**src/rtl/iodir_pkg.sv**
```systemverilog
package iodir_pkg;
  typedef enum logic [2:0] {
    ST_IDLE     = 3'd0,
    ST_H2C_WAIT = 3'd1,
    ST_H2C_DRV  = 3'd2,
    ST_C2H_WAIT = 3'd3,
    ST_C2H_DRV  = 3'd4,
    ST_GUARD    = 3'd5
  } dir_state_e;
endpackage

```
**src/rtl/iodir_sync.sv**
```systemverilog
module iodir_sync #(
  parameter int W      = 2,
  parameter int STAGES = 2
) (
  input  logic         clk,
  input  logic         rst_n,
  input  logic [W-1:0] d,
  output logic [W-1:0] q
);
  // lines idle high, so every stage resets to 1
  for (genvar b = 0; b < W; b++) begin : g_bit
    logic [STAGES-1:0] chain;
    always_ff @(posedge clk or negedge rst_n) begin
      if (!rst_n) chain <= '1;
      else        chain <= {chain[STAGES-2:0], d[b]};
    end
    assign q[b] = chain[STAGES-1];
  end
endmodule

```
**src/rtl/iodir_fsm.sv**
```systemverilog
module iodir_fsm
  import iodir_pkg::*;
#(
  parameter int H2C_DLY   = 5,
  parameter int C2H_DLY   = 20,
  parameter int GUARD_CYC = 4
) (
  input  logic clk,
  input  logic rst_n,
  input  logic en,
  input  logic host_hi,
  input  logic card_hi,
  output logic host_pd,
  output logic card_pd
);
  localparam int MAXD  = (C2H_DLY > H2C_DLY) ?
                         ((C2H_DLY > GUARD_CYC) ? C2H_DLY : GUARD_CYC) :
                         ((H2C_DLY > GUARD_CYC) ? H2C_DLY : GUARD_CYC);
  localparam int CW    = $clog2(MAXD + 1);
  localparam logic [CW-1:0] H2C_LD = CW'(H2C_DLY - 1);
  localparam logic [CW-1:0] C2H_LD = CW'(C2H_DLY - 1);
  localparam logic [CW-1:0] GRD_LD = CW'(GUARD_CYC - 1);

  dir_state_e    state_q, state_d;
  logic [CW-1:0] cnt_q, cnt_d;
  logic          host_pd_q, card_pd_q;
  logic          host_pd_d, card_pd_d;
  logic          cnt_zero;

  assign cnt_zero = (cnt_q == '0);

  always_comb begin
    state_d = state_q;
    cnt_d   = cnt_q;
    if (!en) begin
      state_d = ST_IDLE;
      cnt_d   = '0;
    end else begin
      unique case (state_q)
        ST_IDLE: begin
          if (!host_hi) begin            // host wins on a tie
            state_d = ST_H2C_WAIT;
            cnt_d   = H2C_LD;
          end else if (!card_hi) begin
            state_d = ST_C2H_WAIT;
            cnt_d   = C2H_LD;
          end
        end
        ST_H2C_WAIT: begin
          if (host_hi) begin
            state_d = ST_GUARD;
            cnt_d   = GRD_LD;
          end else if (cnt_zero) begin
            state_d = ST_H2C_DRV;
          end else begin
            cnt_d = cnt_q - 1'b1;
          end
        end
        ST_C2H_WAIT: begin
          if (card_hi) begin
            state_d = ST_GUARD;
            cnt_d   = GRD_LD;
          end else if (cnt_zero) begin
            state_d = ST_C2H_DRV;
          end else begin
            cnt_d = cnt_q - 1'b1;
          end
        end
        ST_H2C_DRV: begin
          if (host_hi) begin
            state_d = ST_GUARD;
            cnt_d   = GRD_LD;
          end
        end
        ST_C2H_DRV: begin
          if (card_hi) begin
            state_d = ST_GUARD;
            cnt_d   = GRD_LD;
          end
        end
        ST_GUARD: begin
          if (cnt_zero) state_d = ST_IDLE;
          else          cnt_d   = cnt_q - 1'b1;
        end
        default: begin
          state_d = ST_IDLE;
          cnt_d   = '0;
        end
      endcase
    end
  end

  // pull-downs come straight from flops so a release never glitches
  assign host_pd_d = (state_d == ST_C2H_DRV);
  assign card_pd_d = (state_d == ST_H2C_DRV);

  always_ff @(posedge clk or negedge rst_n) begin
    if (!rst_n) begin
      state_q   <= ST_IDLE;
      cnt_q     <= '0;
      host_pd_q <= 1'b0;
      card_pd_q <= 1'b0;
    end else begin
      state_q   <= state_d;
      cnt_q     <= cnt_d;
      host_pd_q <= host_pd_d;
      card_pd_q <= card_pd_d;
    end
  end

  assign host_pd = host_pd_q;
  assign card_pd = card_pd_q;
endmodule

```
**src/rtl/iodir_arbiter.sv**
```systemverilog
module iodir_arbiter #(
  parameter int H2C_DLY   = 5,
  parameter int C2H_DLY   = 20,
  parameter int GUARD_CYC = 4,
  parameter int SYNC_STG  = 2
) (
  input  logic clk,
  input  logic rst_n,
  input  logic sess_en,
  input  logic host_in,
  input  logic card_in,
  output logic host_pd,
  output logic card_pd
);
  localparam int NLINES = 2;

  logic [NLINES-1:0] raw_lv, syn_lv;

  assign raw_lv = {card_in, host_in};

  iodir_sync #(.W(NLINES), .STAGES(SYNC_STG)) u_sync (
    .clk   (clk),
    .rst_n (rst_n),
    .d     (raw_lv),
    .q     (syn_lv)
  );

  iodir_fsm #(
    .H2C_DLY   (H2C_DLY),
    .C2H_DLY   (C2H_DLY),
    .GUARD_CYC (GUARD_CYC)
  ) u_fsm (
    .clk     (clk),
    .rst_n   (rst_n),
    .en      (sess_en),
    .host_hi (syn_lv[0]),
    .card_hi (syn_lv[1]),
    .host_pd (host_pd),
    .card_pd (card_pd)
  );
endmodule

```
**config.mk**
```make
export PLATFORM = sky130hd
export DESIGN_NAME = iodir_arbiter
export DESIGN_NICKNAME = d
export VERILOG_FILES = /design/src/rtl/iodir_pkg.sv /design/src/rtl/iodir_sync.sv /design/src/rtl/iodir_fsm.sv /design/src/rtl/iodir_arbiter.sv
export SDC_FILE = /design/constraint.sdc
export NUM_CORES = 1
export LEC_CHECK = 0
export CAP_MARGIN = 20
export CORE_MARGIN = 1.5
export CORE_UTILIZATION = 30
export CTS_CLUSTER_SIZE = 10
export DETAILED_ROUTE_END_ITERATION = 10
export GPL_ROUTABILITY_DRIVEN = 0
export HOLD_SLACK_MARGIN = 0.1
export PLACE_DENSITY_LB_ADDON = 0.08
export SYNTH_ARGS = -nofsm -noshare
export SYNTH_HDL_FRONTEND = slang
export SYNTH_SLANG_ARGS = --single-unit
```
**constraint.sdc**
```tcl
create_clock -name clk -period 4.58 [get_ports clk]
set_input_delay 1.145 -clock clk [delete_from_list [all_inputs] [get_ports clk]]
set_output_delay 1.145 -clock clk [all_outputs]
set_load 0.01 [all_outputs]
```
# ---- After elaboration in Yosys (flattened, before gate mapping)
# Cells that the tools add are included.
dict set report totals {
  regBits 14
  in_bits 5
  out_inout_bits 2
  elab_cells 40
}
dict set report op_classes {
  addsub 1
  eq_ne 10
  n_mux 20
  n_reduce_logical 3
}
# cell count
set ops {}
lappend ops {{2-to-1 mux 5 bit} 8}
lappend ops {{2-to-1 mux 3 bit} 10}
lappend ops {{one-hot mux 5 bit (6 select lines)} 1}
lappend ops {{one-hot mux 3 bit (6 select lines)} 1}
lappend ops {{equality test 3 x 2 -> 1 bit (second input constant)} 3}
lappend ops {{equality test 3 bit (second input constant)} 3}
lappend ops {{!= test 3 bit (second input constant)} 2}
lappend ops {{zero test 5 bit} 1}
lappend ops {{subtractor 5 x 1 -> 5 bit (second input constant)} 1}
lappend ops {{!= test 4 bit (second input constant)} 1}
lappend ops {{equality test 3 x 1 -> 1 bit (second input constant)} 1}
lappend ops {{zero test 3 bit} 1}
lappend ops {{AND reduction 3 bit} 1}

# ---- Depth between registers and ports, before layout
# Gate-level depths: netlist of the first run.
dict set report logic_depth {
  word_depth 6
  mapped_depth 7
  ltp_nobuf 6
}

# ---- Cells and area by module
# From an unflattened synthesis of the first run, not the netlist that was laid out.
dict set report hier_totals {
  cells_unflattened 97
  area_unflattened_um2 948.4
}
# module instances cells_per_inst area_per_inst_um2 seq_area_each_um2
set modules_own_cells {}
lappend modules_own_cells {iodir_fsm 1 91 828.3 250.2}
lappend modules_own_cells {iodir_sync 1 6 120.1 105.1}

# ---- Worst setup path after synthesis of the first run
# Ideal clock, no wire load.
dict set report synth_timing {
  path_type {input to register}
  from {input sess_en}
  to {register u_fsm.cnt_q[0]}
  setup_time_ns 0.067
  arrival_time_ns 2.005
  required_time_ns 4.513
  slack_ns 2.508
  cell_stages 4
  n_path_buf 0
  path_cell_list {a21boi_0 -> o31ai_1 -> a2111oi_0 -> a221o_1}
}
dict set report synth_between {
  elab_chain_len 2
  word_cells_on_any_way 5
  cone_classes {eq/ne (3); mux (1); reduce/logical (1)}
}
# item line_no
set synth_lines {}
lappend synth_lines {{start: declaration} iodir_arbiter.sv:9} ;# input logic sess_en,
lappend synth_lines {{!= test 4 bit (no line) / != test 3 bit (equally long branches)} n/a}
lappend synth_lines {{AND reduction 3 bit (no line)} n/a}
lappend synth_lines {{end signal: assignment} iodir_fsm.sv:105} ;# cnt_q <= cnt_d;
lappend synth_lines {{end: declaration} iodir_fsm.sv:25} ;# logic [CW-1:0] cnt_q, cnt_d;
# Parallel ways exist; a longest one is shown, timed or not.
# A chain may end at the register's enable or synchronous reset.

# ---- Worst setup path after layout of the first run
# Ends and elaborated chain as after synthesis.

==> results.cfg, run 1 <==
[run_status]
status = finished, final reports clean

[clock_network]
cts_hold_buf = 0
post_cts_buffers = 0
cts_resized = 0
clk_latency_ps = 280
clockBufferDepth = 2
cts.clk_slew.worst_paths_ps = 90
clock-root-buffer = clkbuf_4
cts_buffers = 3
cts_tree = built
htreeDepth = 1
clkSinkCount = 14

[yosys]
synth_edf_count = 0
ys_seq_area_frac = 0.409
syn_inst = 93
ys_seq_elements = 14
synth_nets = 99
synthArstFlopShare = 1.00
avgSynthCellArea_um2 = 9.35
ys_warn_count = 0
synth_ff_type = dfrtp_1
synth_cell_type_count = 43
synth.cell_area_um2 = 870

[floorplanning]
fp.dieW_um = 56.8
rows = 19
initial_core_util = 0.315
ios = 7
die-area_mm2 = 0.00323
coreArea_mm2 = 0.00276
die_y_um = 56.8

[pwr]
power_per_cell_area_mw_per_mm2 = 543
power_frac_seq = 0.396
combPwrFrac = 0.434
intPower_mw = 0.308
netSwitchingFraction = 0.416
clkPwrFrac = 0.170
p_leak_nw = 0.380
p_switching_mw = 0.219
ir_drop_mv = 0.242

[drt]
viasPerCell = 5.51
first_pass_iters = 4
drt-total-wl_um = 1790
drc_errors = 0
antenna_left = 0
vias = 694
drt_iter0_markers = 40
wl_per_cell_um = 14.2

[critical_path]
cp-start-kind = input port
path_delay_family = compound AO/OA/AOI/OAI gates
critPathLaunch = sess_en
regToRegSetupSlack_ps = 2240
slowest_stage = clkdlybuf4s50_1
cpPeakStageDelay_ps = 600
required_ps = 4800
reg2reg_depth = 6
critPathMaxFanout = 7
arrival_ps = 2810
critical_path_depth = 5
critPathBufInv = 1
end_kind = register
path_class = in -> reg
path_cells = clkdlybuf4s50_1 -> a21boi_0 -> o31ai_1 -> a2111oi_0 -> a221o_1
reg2reg_from = u_fsm.cnt_q[0]

[timing]
skew_ps = 1.61
period_share = 0.565
rsz0062_at_grt = no
setup_viol = 0
holdWs_ps = 359
tns_ps = 0
slew_headroom = 0.318
slew_viol_final = 0
fmax_ghz = 0.386
finalHoldViolCount = 0
fin_crit_ps = 2590
tightest_slew_ps = 1010

[hold_path]
whs_path_depth = 0
hp-start = u_sync.g_bit[0].chain[0]
hold_class = reg -> reg

[place]
numPortBuffers = 6
hpwl_um = 1240

[layout]
final_nets = 102
synthToLayoutAreaGrowth_pct = 11.7
fillers = 286
insertedDiodeCount = 0
final_layout_size_suffix_gt1_frac = 0.147

[global_routing]
grt_pass1_vias = 643
grt_use_total = 0.121
grt_max_degree = 20
antenna_found_initial = 0
grt_first_pass_wirelength_um = 3010
grt-ovfl-total = 0

[flow_run]
maxCapViolations = 0
==> cells in the final DEF (no fill, tap or decap), types with 2 or more instances in the layout <==
master,n
a21oi_1,2
a32o_1,2
a32oi_1,2
and2_1,2
clkbuf_4,3
clkdlybuf4s50_1,6
dfrtp_1,10
dfstp_2,4
inv_1,5
nand2_1,7
nand2b_1,2
nor2_1,4
nor2b_1,5
nor3_1,2
nor3b_1,2
o2111ai_1,2
o21ai_0,5
o31ai_1,2
or2_2,2
or3b_2,2
==> cell families (layout without fill, tap and decap cells) <==
group | after synthesis | after routing | share of synthesized area
buffers and inverters | 13 | 15 | 0.0604
and+or+nand+nor | 35 | 35 | 0.239
xor gates and xnor gates | 1 | 1 | 0.0101
DFF | 14 | 14 | 0.409
adders and majority gates | 2 | 2 | 0.0259
AOI/OAI and AO/OA | 28 | 28 | 0.256
==> path summary, 6_finish.rpt <==
path / endpoint
max: u_fsm.cnt_q[0]
min: u_sync.g_bit[0].chain[1]
max reg2reg: u_fsm.card_pd
min reg2reg: u_sync.g_bit[0].chain[1]
max in group asynchronous: u_fsm.state_q[2]
min in group asynchronous: u_fsm.cnt_q[4]
==> power groups by stage <==
| stage | clock, mW | combinational, mW | sequential, mW |
|---|---|---|---|
| after floorplan | 0 | 0.214 | 0.172 |
| after global placement | 0 | 0.233 | 0.211 |
| after global routing | 0.0970 | 0.257 | 0.216 |
| after detailed placement | 0 | 0.228 | 0.210 |
| after CTS | 0.0917 | 0.230 | 0.207 |
| final | 0.0896 | 0.229 | 0.209 |
==> synthesized netlist by cell type, types with 3 or more instances <==
master	instances	area [um^2]
dfrtp_1	10	250
dfstp_2	4	105
inv_1	5	18.8
buf_2	3	15.0
o21ai_0	5	25.0
nor2b_1	5	31.3
nand2_1	7	26.3
nor2_1	4	15.0
clkbuf_1	5	18.8
==> flip-flops by register name, summed over array words and instances (netlist names) <==
register,cells
u_fsm.cnt_q,5
u_sync.g_bit.chain,4
u_fsm.state_q,3
u_fsm.card_pd,1
u_fsm.host_pd,1
==> worst register-to-register path: cells and delay by family (launching register included) <==
family                     cells  cell delay (ps)
DFF                            1              400
buffers and inverters          1              100
AOI/OAI and AO/OA              1              160
and+or+nand+nor                3             1380
adders and majority gates      1              240
==> metal layers <==
metal  vias up  wire length, um  GRT usage
met4         0               22     0.0598
met2        13              788      0.169
met5         -                0          0
met1       331              911      0.178
met3         4               64     0.0207
li1        346                -          -
==> stage by stage <==
step	cells	worst slack [ps]	instance area, um^2	power, mW	util
final	126	1990	971	0.527	0.352
after global placement	122	1790	935	0.445	0.339
after CTS	126	2010	971	0.529	0.352
after detailed placement	122	1700	935	0.438	0.339
after global routing	126	1890	971	0.571	0.352
after floorplan	93	2510	870	0.385	-
==> area by class of cell <==
class / count / area (um^2) / area share
multi-input combinational: 66 / 462 / 0.476
sequential: 14 / 355 / 0.366
timing repair buffer: 6 / 60.1 / 0.0619
tap: 31 / 38.8 / 0.0399
clock buffer: 4 / 36.3 / 0.0374
inverter: 5 / 18.8 / 0.0193
(Power assumes the default switching activity.)
==> run 2, diff against run 1 <==
clock period = 2.45 ns   (was 4.58 ns; I/O delays follow)
==> run 2 against run 1 <==
  * Hold slack lost 0.90 ps
  * Via count is 7.8% higher
  * Clock power rose by 90%
  * Wire length up 7.3%
  * Register-to-register slack lost 1800 ps
  * Total power increased by 97%
  * Flip-flop and latch count unchanged
  * Critical path type is now reg -> reg
  * Sequential power is 85% higher
  * Largest power group unchanged
==> results.cfg, run 2 (synthesis gave the netlist of run 1 again) <==
[timing]
slew_headroom = 0.572
skew_ps = 7.64
period_share = 0.836
slew_viol_final = 0
finalHoldViolCount = 0
tns_ps = 0
rsz0062_at_grt = no
setup_viol = 0
fmax_ghz = 0.488
fin_ws_ps = 402
tightest_slew_ps = 640
fin_crit_ps = 2050

[global_routing]
grt_use_total = 0.140
grt-ovfl-total = 0
grt_max_degree = 19
grt_pass1_vias = 746
grt_first_pass_wirelength_um = 3480
antenna_found_initial = 0

[layout]
top_register = u_fsm.cnt_q
layout_common_cells = 10 x dfrtp_1, 7 x nand2_1, 6 x clkdlybuf4s50_1
register_area_um2 = 355
largest_reg_flops = 5
final_util = 0.363
synthToLayoutAreaGrowth_pct = 15.1
mostFrequentLayoutCell = dfrtp_1
fillers = 285
insertedDiodeCount = 0
final_nets = 106
largestRegisters = u_fsm.cnt_q x5, u_sync.g_bit.chain x4, u_fsm.state_q x3
final_layout_size_suffix_gt1_frac = 0.182
multi_input_area_um2 = 462

[floorplanning]
die_y_um = 56.8
ios = 7
rows = 19
fp.dieW_um = 56.8
coreArea_mm2 = 0.00276
die-area_mm2 = 0.00323
initial_core_util = 0.315

[critical_path]
endpoint = u_fsm.host_pd
reg2reg_depth = 6
timing.rr.end = u_fsm.host_pd
critPathLaunch = u_fsm.cnt_q[0]
required_ps = 2670
critPathMaxFanout = 5
arrival_ps = 2270
reg2reg_from = u_fsm.cnt_q[0]
cp-start-kind = register
path_class = reg -> reg
regToRegSetupSlack_ps = 400
end_kind = register

[clock_network]
post_cts_buffers = 0
clkSinkCount = 14
clock-root-buffer = clkbuf_4
cts_buffers = 3
clockBufferDepth = 2
cts.clk_slew.worst_paths_ps = 90
cts_tree = built
cts_hold_buf = 0
clk_latency_ps = 290
htreeDepth = 1
cts_resized = 0

[place]
hpwl_um = 1380
numPortBuffers = 6
pre_cts_slack_ps = 186

[drt]
drt-total-wl_um = 1920
wl_per_cell_um = 14.7
drc_errors = 0
first_pass_iters = 4
antenna_left = 0
viasPerCell = 5.75
drt_iter0_markers = 26
vias = 748

[pwr]
power_per_cell_area_mw_per_mm2 = 1040
p_leak_nw = 0.400
ir_drop_mv = 0.520

[flow_run]
maxCapViolations = 0

[hold_path]
whs_path_depth = 0
hold_class = reg -> reg

[run_status]
status = finished, final reports clean
==> run 2: cell types whose count changed in the layout (fill, tap and decap cells not counted) <==
cell | previous run | this run
buf_4 | 0 | 4
==> run 2: power breakdown <==
group	leakage [nW]	internal, mW	switching [mW]
Clock	0.0210	0.0905	0.0793
Sequential	0.175	0.284	0.102
Combinational	0.204	0.237	0.243
Total	0.400	0.612	0.424
==> run 2: through the flow <==
step | area (um^2) | power (mW) | instances | hold slack (ps)
final | 1000 | 1.04 | 130 | 358
after global placement | 965 | 0.871 | 126 | 346
after CTS | 1000 | 1.04 | 130 | 360
after floorplan | 870 | 0.720 | 93 | 317
after detailed placement | 965 | 0.868 | 126 | 347
after global routing | 1000 | 1.13 | 130 | 364
==> run 2: worst min path at each step <==
stage | endpoint | start
3_3_place_gp | u_sync.g_bit[0].chain[1] | u_sync.g_bit[0].chain[0]
2_1_floorplan | u_fsm.card_pd | rst_n
3_5_place_dp | u_sync.g_bit[0].chain[1] | u_sync.g_bit[0].chain[0]
5_1_grt | u_sync.g_bit[0].chain[1] | u_sync.g_bit[0].chain[0]
6_report | u_sync.g_bit[0].chain[1] | u_sync.g_bit[0].chain[0]
4_1_cts | u_sync.g_bit[0].chain[1] | u_sync.g_bit[0].chain[0]
==> run 2: per-layer routing <==
| metal | GRT usage | up-vias | routed length (um) |
|---|---|---|---|
| met5 | 0 | - | 0 |
| met4 | 0.0399 | 0 | 16 |
| met3 | 0.0484 | 2 | 57 |
| met2 | 0.218 | 9 | 928 |
| met1 | 0.183 | 380 | 915 |
| li1 | - | 357 | - |
==> run 2: area by class of cell <==
cell class | instances | share of cell area
clock buffer | 4 | 0.0363
sequential | 14 | 0.355
tap | 31 | 0.0388
timing repair buffer | 10 | 0.0900
inverter | 5 | 0.0188
multi-input combinational | 66 | 0.461
==> run 2: worst max-delay path: stages (launching register included) <==
cell	delay [ps]
dfrtp_1	420
inv_1	120
ha_1	230
or4b_1	480
or3_1	370
a31oi_2	220
and2_1	150
